==> src/rtl/vid_evt_pkg.sv <==
package vid_evt_pkg;

    localparam int NUM_EVT = 6;

    // Bit positions of the pending vector.
    localparam int B_VB_START = 0;
    localparam int B_VB_END   = 1;
    localparam int B_FLD_EVEN = 2;
    localparam int B_FLD_ODD  = 3;
    localparam int B_LINE_HIT = 4;
    localparam int B_SHARED   = 5;

    // Packed so that vb_start is bit 0.
    typedef struct packed {
        logic shared;
        logic line_hit;
        logic fld_odd;
        logic fld_even;
        logic vb_end;
        logic vb_start;
    } evt_vec_t;

    typedef enum logic {
        MODE_VIDEO = 1'b0,
        MODE_MSG   = 1'b1
    } op_mode_e;

    function automatic logic thresh_reached(input logic [31:0] cnt,
                                            input logic [31:0] thr);
        return (thr != 32'd0) && (cnt >= thr);
    endfunction

endpackage

==> src/rtl/vid_evt_edges.sv <==
module vid_evt_edges #(
    parameter int              N       = 3,
    parameter logic [N-1:0]    RST_LVL = '0
) (
    input  logic         clk,
    input  logic         rst,
    input  logic [N-1:0] lvl_i,
    output logic [N-1:0] rise_o
);
    logic [N-1:0] prev_q;

    for (genvar i = 0; i < N; i++) begin : g_ch
        always_ff @(posedge clk) begin
            if (rst) prev_q[i] <= RST_LVL[i];
            else     prev_q[i] <= lvl_i[i];
        end
        assign rise_o[i] = lvl_i[i] & ~prev_q[i];
    end
endmodule

==> src/rtl/vid_evt_field.sv <==
module vid_evt_field (
    input  logic clk,
    input  logic rst,
    input  logic blank_end_i,
    input  logic field_id_i,
    input  logic interlaced_i,
    output logic even_o,
    output logic odd_o
);
    logic seen_q;
    logic last_q;
    logic change;

    assign change = blank_end_i & interlaced_i & (~seen_q | (field_id_i != last_q));
    assign even_o = change & ~field_id_i;
    assign odd_o  = change &  field_id_i;

    always_ff @(posedge clk) begin
        if (rst) begin
            seen_q <= 1'b0;
            last_q <= 1'b0;
        end else if (blank_end_i) begin
            seen_q <= 1'b1;
            last_q <= field_id_i;
        end
    end
endmodule

==> src/rtl/vid_evt_pend.sv <==
module vid_evt_pend #(
    parameter int N = 6
) (
    input  logic         clk,
    input  logic         rst,
    input  logic [N-1:0] set_i,
    input  logic [N-1:0] clr_i,
    input  logic [N-1:0] en_i,
    output logic [N-1:0] pend_o,
    output logic         irq_o
);
    logic [N-1:0] pend_q;

    for (genvar i = 0; i < N; i++) begin : g_bit
        always_ff @(posedge clk) begin
            if (rst)           pend_q[i] <= 1'b0;
            else if (set_i[i]) pend_q[i] <= 1'b1;
            else if (clr_i[i]) pend_q[i] <= 1'b0;
        end
    end

    assign pend_o = pend_q;
    assign irq_o  = |(pend_q & en_i);
endmodule

==> src/rtl/vid_evt_irq.sv <==
module vid_evt_irq
    import vid_evt_pkg::*;
#(
    parameter int LINE_W = 11,
    parameter int CNT_W  = 8
) (
    input  logic                clk,
    input  logic                rst,
    input  logic                vblank_i,
    input  logic                field_id_i,
    input  logic                interlaced_i,
    input  logic [LINE_W-1:0]   line_num_i,
    input  logic [LINE_W-1:0]   line_target_i,
    input  logic [CNT_W-1:0]    anc_count_i,
    input  logic [CNT_W-1:0]    anc_thresh_i,
    input  logic                msg_mode_i,
    input  logic                buf_swap_i,
    input  logic                buf_id_i,
    input  logic [NUM_EVT-1:0]  irq_en_i,
    input  logic [NUM_EVT-1:0]  clr_i,
    output logic [NUM_EVT-1:0]  pending_o,
    output logic                buf_sel_o,
    output logic                irq_o
);
    // Edge channels: 0 blank rise, 1 blank fall (inverted level), 2 line match, 3 threshold
    localparam int NCH = 4;
    localparam logic [NCH-1:0] CH_RST = 4'b0010;

    op_mode_e     mode;
    logic [NCH-1:0] lvl;
    logic [NCH-1:0] rise;
    logic         line_eq;
    logic         reached;
    logic         fld_even;
    logic         fld_odd;
    evt_vec_t     evt;
    logic         buf_sel_q;

    assign mode    = op_mode_e'(msg_mode_i);
    assign line_eq = (line_num_i == line_target_i);
    assign reached = thresh_reached(32'(anc_count_i), 32'(anc_thresh_i));
    assign lvl     = {reached, line_eq, ~vblank_i, vblank_i};

    vid_evt_edges #(.N(NCH), .RST_LVL(CH_RST)) u_edges (
        .clk    (clk),
        .rst    (rst),
        .lvl_i  (lvl),
        .rise_o (rise)
    );

    vid_evt_field u_field (
        .clk          (clk),
        .rst          (rst),
        .blank_end_i  (rise[1]),
        .field_id_i   (field_id_i),
        .interlaced_i (interlaced_i),
        .even_o       (fld_even),
        .odd_o        (fld_odd)
    );

    always_comb begin
        evt          = '0;
        evt.vb_start = rise[0];
        evt.vb_end   = rise[1];
        evt.fld_even = fld_even;
        evt.fld_odd  = fld_odd;
        evt.line_hit = rise[2];
        unique case (mode)
            MODE_MSG:   evt.shared = buf_swap_i;
            MODE_VIDEO: evt.shared = rise[3];
            default:    evt.shared = 1'b0;
        endcase
    end

    always_ff @(posedge clk) begin
        if (rst)                                  buf_sel_q <= 1'b0;
        else if (mode == MODE_MSG && buf_swap_i)  buf_sel_q <= buf_id_i;
    end
    assign buf_sel_o = buf_sel_q;

    vid_evt_pend #(.N(NUM_EVT)) u_pend (
        .clk    (clk),
        .rst    (rst),
        .set_i  (evt),
        .clr_i  (clr_i),
        .en_i   (irq_en_i),
        .pend_o (pending_o),
        .irq_o  (irq_o)
    );
endmodule

==> config.mk <==
export PLATFORM = sky130hd
export DESIGN_NAME = vid_evt_irq
export DESIGN_NICKNAME = d
export VERILOG_FILES = /design/src/rtl/vid_evt_pkg.sv /design/src/rtl/vid_evt_edges.sv /design/src/rtl/vid_evt_field.sv /design/src/rtl/vid_evt_pend.sv /design/src/rtl/vid_evt_irq.sv
export SDC_FILE = /design/constraint.sdc
export NUM_CORES = 1
export LEC_CHECK = 0
export ABC_CLOCK_PERIOD_IN_PS = 4000
export BUFFER_PORTS_ARGS = -buffer_cell sky130_fd_sc_hd__buf_2
export CAP_MARGIN = 5
export CORE_MARGIN = 5
export CORE_UTILIZATION = 40
export CTS_CLUSTER_SIZE = 12
export DETAILED_ROUTE_END_ITERATION = 8
export PLACE_DENSITY = 0.82
export SYNTH_ARGS = -nofsm -noshare
export SYNTH_HDL_FRONTEND = slang
export SYNTH_HIERARCHICAL = 1
export SYNTH_SLANG_ARGS = --single-unit
==> constraint.sdc <==
create_clock -name clk -period 4 [get_ports clk]
set_clock_uncertainty 0.1 [all_clocks]
set_input_delay 0.4 -clock clk [delete_from_list [all_inputs] [get_ports clk]]
set_output_delay 0.4 -clock clk [all_outputs]
set_load 0.05 [all_outputs]
==> out/metrics.csv, run 1 <==
metric,value,unit
post-synthesis cell count,104,
die height,55.58,um
Yosys reg bits,13,
Placer Congestion,0.8333,
hold_ws,0.2715,ns
PwrDens,252.4,nW/um^2
CP startpoint kind,input pin,
P&R area growth vs syn,46.39,%
Worst-Margin Slew,0.3465,ns
CP startpoint,anc_thresh_i[2],
CORE AREA,1962,um^2
worst setup path endpoint,u_pend/pend_o[5],
postcts setup bufs,0,
clock insertion delay at the later pin of the skew report,0.27,ns
Critical Path Sink Type,flop,
Synth Flop Type,dfxtp_1,
VDD IR max,0.1400,mV
TritonRoute pass-1 iters,4,
final setup violation count,0,
clk root buf,clkbuf_4,
CP max FO,2,
final-report max-slew violation count,0,
pin count of the biggest net entering global routing,14,
RR Endpoint,u_pend/pend_o[3],
Synth top cells by count,"inv_1, dfxtp_1, xnor2_1",
Final nets,240,
Mapped Nets,170,
cell row count,16,
Diodes inserted,0,
post-route ant nets,0,
Setup CP Type,in2reg,
Static Leak,0.6206,nW
critical path arrival,1.86,ns
WL/cell,10.38,um
DRC viols,0,
syn avg cell area,7.988,um^2
Initial DRC Count,19,
"Distinct cells, synth",21,
hold buffer count at CTS,0,
Resized cells post-CTS,0,
most common cell in the synthesized netlist,inv_1,
max-cap violations,0,
full die area,3089,um^2
IO Port Bufs,65,
Die X-Extent,55.58,um
final wirelength,2.076,mm
status,"finished, final reports clean",
post-synthesis sequential area ratio,31.33,%
post-synth top area share,31.33,%
Final period util,43.86,%
I/O Pins,66,
RSZ-0062 raised after global routing,false,
CTS Buf Count,3,
critical path data required time,4.11,ns
total global routing overflow,0,
CTS sink count,13,
min Tclk post-route,1.755,ns
initial antenna violation count,0,
Slew headroom,76.85,%
Clock Tree Buf Depth,2,
DR vias,923,
clock tree from TritonCTS,built,
first-pass GRT wire length,3.381,mm
Synth Cell Area,830.8,um^2
worst min path class,in2reg,
gr usage total,13.30,%
Syn. warnings,6,
FF-to-FF Start,u_edges/prev_q[1],
Fin. Hold Viols,0,
number of global-route vias before repair,901,
post-DP HPWL,1.885,mm
Vias/cell,4.615,
most area-consuming cells after synthesis,"dfxtp_1, ha_1, xnor2_1, inv_1, nor2b_1",
CTS H-Tree Depth,1,
"setup slack, reg-to-reg",2.84,ns
share of layout cells above drive strength 1,39.31,%
r2r worst-path depth,5,
Initial Util,42.35,%
"FFs w/ async S/R, synth",0,%
clock-pin slew on the worst setup and hold paths,0.08,ns
post-synth top area cell,dfxtp_1,
Max Fclk,0.5700,GHz
Post-synth EDFFs,0,
setup TNS,0,ns
-- worst min-delay path by stage --
stage                                   end  depth (start not counted)              start
final                     u_edges/prev_q[0]                          2           vblank_i
after global routing      u_edges/prev_q[0]                          2           vblank_i
after CTS                 u_edges/prev_q[0]                          2           vblank_i
after detailed placement          buf_sel_o                          2          buf_sel_o
after global placement            buf_sel_o                          2          buf_sel_o
after floorplan            u_pend/pend_o[0]                          3  u_edges/prev_q[0]
-- cells by family after synthesis --
group / after synthesis / share of synthesized area, %
flip-flops: 13 / 31.33
AO/OA/AOI/OAI: 18 / 12.80
adder cells (fa/ha/maj): 8 / 12.05
AND/OR/NAND/NOR: 35 / 22.89
multiplexers: 1 / 1.205
buffers and inverters: 18 / 8.132
XOR/XNOR: 11 / 11.60
-- sequential cells by signal, indices dropped and copies added (netlist names) --
signal / flops
u_field/last_q: 1
u_pend/pend_o: 6
u_edges/prev_q: 4
u_field/seen_q: 1
buf_sel_o: 1
-- worst max-delay path, stage by stage --
cell,delay (ns)
buf_2,0.09
inv_1,0.04
ha_1,0.26
o21ai_1,0.06
a221o_1,0.34
a31oi_1,0.19
nor2b_1,0.15
inv_1,0.04
o21ai_0,0.13
inv_1,0.05
a21oi_1,0.11
-- through the flow --
step	setup WS (ns)	cells	utilization (%)	instance area, um^2	total power (W)
after global routing	2.103	200	61.99	1216	0.0003281
after CTS	2.246	200	61.99	1216	0.0003116
final	2.245	200	61.99	1216	0.0003070
after detailed placement	1.954	196	60.65	1190	0.0002327
after floorplan	2.176	104	-	830.8	0.0001894
after global placement	2.024	196	60.65	1190	0.0002285
-- placed cells by master, fill, tap and decap left out, drive strengths merged --
cell / count
a211oi: 1
a21oi: 8
a221o: 1
a22oi: 3
a31oi: 1
buf: 65
clkbuf: 4
dfxtp: 13
ha: 8
inv: 18
mux2i: 1
nand2: 4
nand2b: 6
nand3: 6
nand4: 2
nor2: 3
nor2b: 8
nor3: 3
nor4: 2
o21ai: 4
or2: 1
xnor2: 11
-- routing by layer --
layer	wire [um]	global-route usage [%]	share of wire [%]	vias to the layer above
met5	0	0	0	-
met4	31	5.903	1.5	0
met3	237	5.568	11	6
met2	1022	24.49	49	46
met1	784	12.73	38	386
li1	-	-	-	485
-- area by class of cell --
type / instances / area [um^2]
Inverter: 18 / 67.56
Multi-Input combinational cell: 73 / 503.0
Tap cell: 27 / 33.78
Sequential cell: 13 / 260.3
Fill cell: 201 / 745.7
Clock buffer: 4 / 26.28
Timing Repair Buffer: 65 / 325.3
-- report_power, final --
| part | internal (W) | leakage [nW] | switching (W) |
|---|---|---|---|
| Clock | 0.0000386 | 0.0150 | 0.0000398 |
| Combinational | 0.0000450 | 0.499 | 0.0000458 |
| Sequential | 0.000135 | 0.107 | 0.00000276 |
Note: power is estimated with default switching activity, not from simulation.
==> inputs of run 2 (changes only) <==
--- a/config.mk
+++ b/config.mk
@@ -5,14 +5,14 @@
 export SDC_FILE = /design/constraint.sdc
 export NUM_CORES = 1
 export LEC_CHECK = 0
-export ABC_CLOCK_PERIOD_IN_PS = 4000
+export ABC_CLOCK_PERIOD_IN_PS = 1680
 export BUFFER_PORTS_ARGS = -buffer_cell sky130_fd_sc_hd__buf_2
 export CAP_MARGIN = 5
 export CORE_MARGIN = 5
-export CORE_UTILIZATION = 40
+export CORE_UTILIZATION = 38
 export CTS_CLUSTER_SIZE = 12
 export DETAILED_ROUTE_END_ITERATION = 8
-export PLACE_DENSITY = 0.82
+export PLACE_DENSITY = 0.78
 export SYNTH_ARGS = -nofsm -noshare
 export SYNTH_HDL_FRONTEND = slang
 export SYNTH_HIERARCHICAL = 1
==> constraint.sdc (replaced) <==
create_clock -name clk -period 1.68 [get_ports clk]
set_clock_uncertainty 0.1 [all_clocks]
set_input_delay 0.168 -clock clk [delete_from_list [all_inputs] [get_ports clk]]
set_output_delay 0.168 -clock clk [all_outputs]
set_load 0.05 [all_outputs]
==> run 2 against run 1 <==
  * Sequential power up 140%
  * Count of clock-buffer cells in the layout did not move
  * Clock power is 140% higher
  * Die area rose by 4.3%
  * Via count is 2.6% higher
  * Sequential share of layout area shrank 0.41 points
  * Worst setup slack worse by 2.1 ns
  * Power grew 140%
  * Critical path type unchanged
  * Largest cell class unchanged
  * Highest routed layer is now met3
==> out/metrics.csv, run 2 (synthesized netlist as in run 1, its figures left out) <==
metric,value,unit,change
min Tclk post-route,1.517,ns,
Worst path slowest cell,a221o_1,,
Fin. Hold Viols,0,,unchanged
post-route ant nets,0,,unchanged
Worst-Margin Slew,0.3532,ns,+0.006670 ns
full die area,3221,um^2,+4.3%
final setup violation count,0,,unchanged
Slew headroom,76.41,%,-0.45 points
RSZ-0062 raised after global routing,false,,
max reg flops,6,,unchanged
Die X-Extent,56.76,um,+2.1%
final wirelength,2.059,mm,-0.82%
IO Port Bufs,65,,unchanged
Static Leak,0.6351,nW,+2.3%
cell row count,17,,+1
Final period util,90.30,%,
final-report max-slew violation count,0,,unchanged
CTS sink count,13,,unchanged
max-cap violations,0,,unchanged
P&R area growth vs syn,49.25,%,
I/O Pins,66,,unchanged
hold_ws,0.04090,ns,-0.2306 ns
Initial DRC Count,17,,-2
Vias/cell,4.642,,+0.59%
"commonest non-fill, non-tap cells in the layout","buf_2, inv_1, dfxtp_1",,
"slowest stage delay, CP",0.34,ns,about the same
setup TNS,0,ns,unchanged
hold buffer count at CTS,0,,unchanged
share of layout cells above drive strength 1,40.34,%,+1.0 points
cell repeated most along the worst path,inv_1,,
Final Instance Area,1240,um^2,+2.0%
Initial Util,38.67,%,-3.7 points
clock-pin slew on the worst setup and hold paths,0.07,ns,about the same
Diodes inserted,0,,unchanged
PwrDens,593.4,nW/um^2,+140%
pin count of the biggest net entering global routing,14,,unchanged
Resized cells post-CTS,0,,unchanged
final cell count without fillers,204,,+2.0%
Total Power,0.0007358,W,+140%
Critical Path Sink Type,flop,,
"setup slack, reg-to-reg",0.50,ns,-2.34 ns
postcts setup bufs,0,,unchanged
TritonRoute pass-1 iters,4,,unchanged
worst min path class,in2reg,,
clock tree from TritonCTS,built,,
Placer Congestion,0.8261,,-0.86%
post-DP HPWL,1.860,mm,-1.3%
Clock Tree Buf Depth,2,,unchanged
die height,56.76,um,+2.1%
number of global-route vias before repair,871,,-3.3%
Max Fclk,0.6592,GHz,
CTS H-Tree Depth,1,,unchanged
CP max FO,2,,unchanged
critical path data required time,1.78,ns,-2.33 ns
clock insertion delay at the later pin of the skew report,0.27,ns,about the same
Setup CP Type,in2reg,,
total global routing overflow,0,,unchanged
DR vias,947,,+2.6%
status,"finished, final reports clean",,
initial antenna violation count,0,,unchanged
VDD IR max,0.3727,mV,+170%
crit-path cells,"buf_2, inv_1, ha_1, o21ai_1, a221o_1, a31oi_1, nor2b_1, inv_1, o21ai_0, inv_1, a21oi_1",,
DRC viols,0,,unchanged
first-pass GRT wire length,3.325,mm,-1.7%
clk root buf,clkbuf_4,,
WL/cell,10.09,um,-2.8%
DP Area,1214,um^2,+2.0%
"most common cell after layout, fill and taps aside",buf_2,,
# placed instances,200,,+2.0%
CTS Buf Count,3,,unchanged
gr usage total,12.69,%,-0.61 points
critical path arrival,1.62,ns,-0.24 ns
CP startpoint kind,input pin,,
Final nets,243,,+1.3%
CORE AREA,2148,um^2,+9.5%
## run 2: changes by cell type in the layout (fill, tap and decap cells not counted), sizes merged
| cell | change |
|---|---|
| buf | +3 |
## run 2: worst paths after layout
check | depth (start not counted) | start | to
setup / recovery | 11 | anc_thresh_i[3] | u_pend/pend_o[5]
hold / removal | 2 | vblank_i | u_edges/prev_q[0]
setup reg to reg | 5 | u_edges/prev_q[1] | u_pend/pend_o[3]
hold reg to reg | 2 | buf_sel_o | buf_sel_o
## run 2: critical path, delay by kind of cell
family                     cells  cell delay (ns)
AOI/OAI and AO/OA              5             0.82
buffers and inverters          4             0.23
and+or+nand+nor                1             0.15
adders and majority gates      1             0.26
## run 2: final cells by class
cell class / count / area, um^2
well taps: 28 / 35.03
clock buffers: 4 / 26.28
fillers: 208 / 908.4
flip-flops and latches: 13 / 260.3
multi-input cells: 73 / 503.0
repair buffers: 68 / 347.8
inverters: 18 / 67.56
## run 2: through the flow
stage	worst slack, ns	util [%]
after floorplan	0.08776	-
after global placement	-0.06985	56.49
after detailed placement	-0.1128	56.49
after CTS	0.1711	57.72
after global routing	0.07339	57.72
final	0.1629	57.72
## run 2: metal layers
metal / global-route usage, % / share of wire, %
met5: 0 / 0
met4: 4.636 / 0
met3: 4.828 / 13
met2: 21.95 / 47
met1: 14.01 / 39
## run 2: power by group
part	internal, W	switching, W
clock network	0.0000918	0.0000928
registers	0.000321	0.00000674
logic	0.000113	0.000110
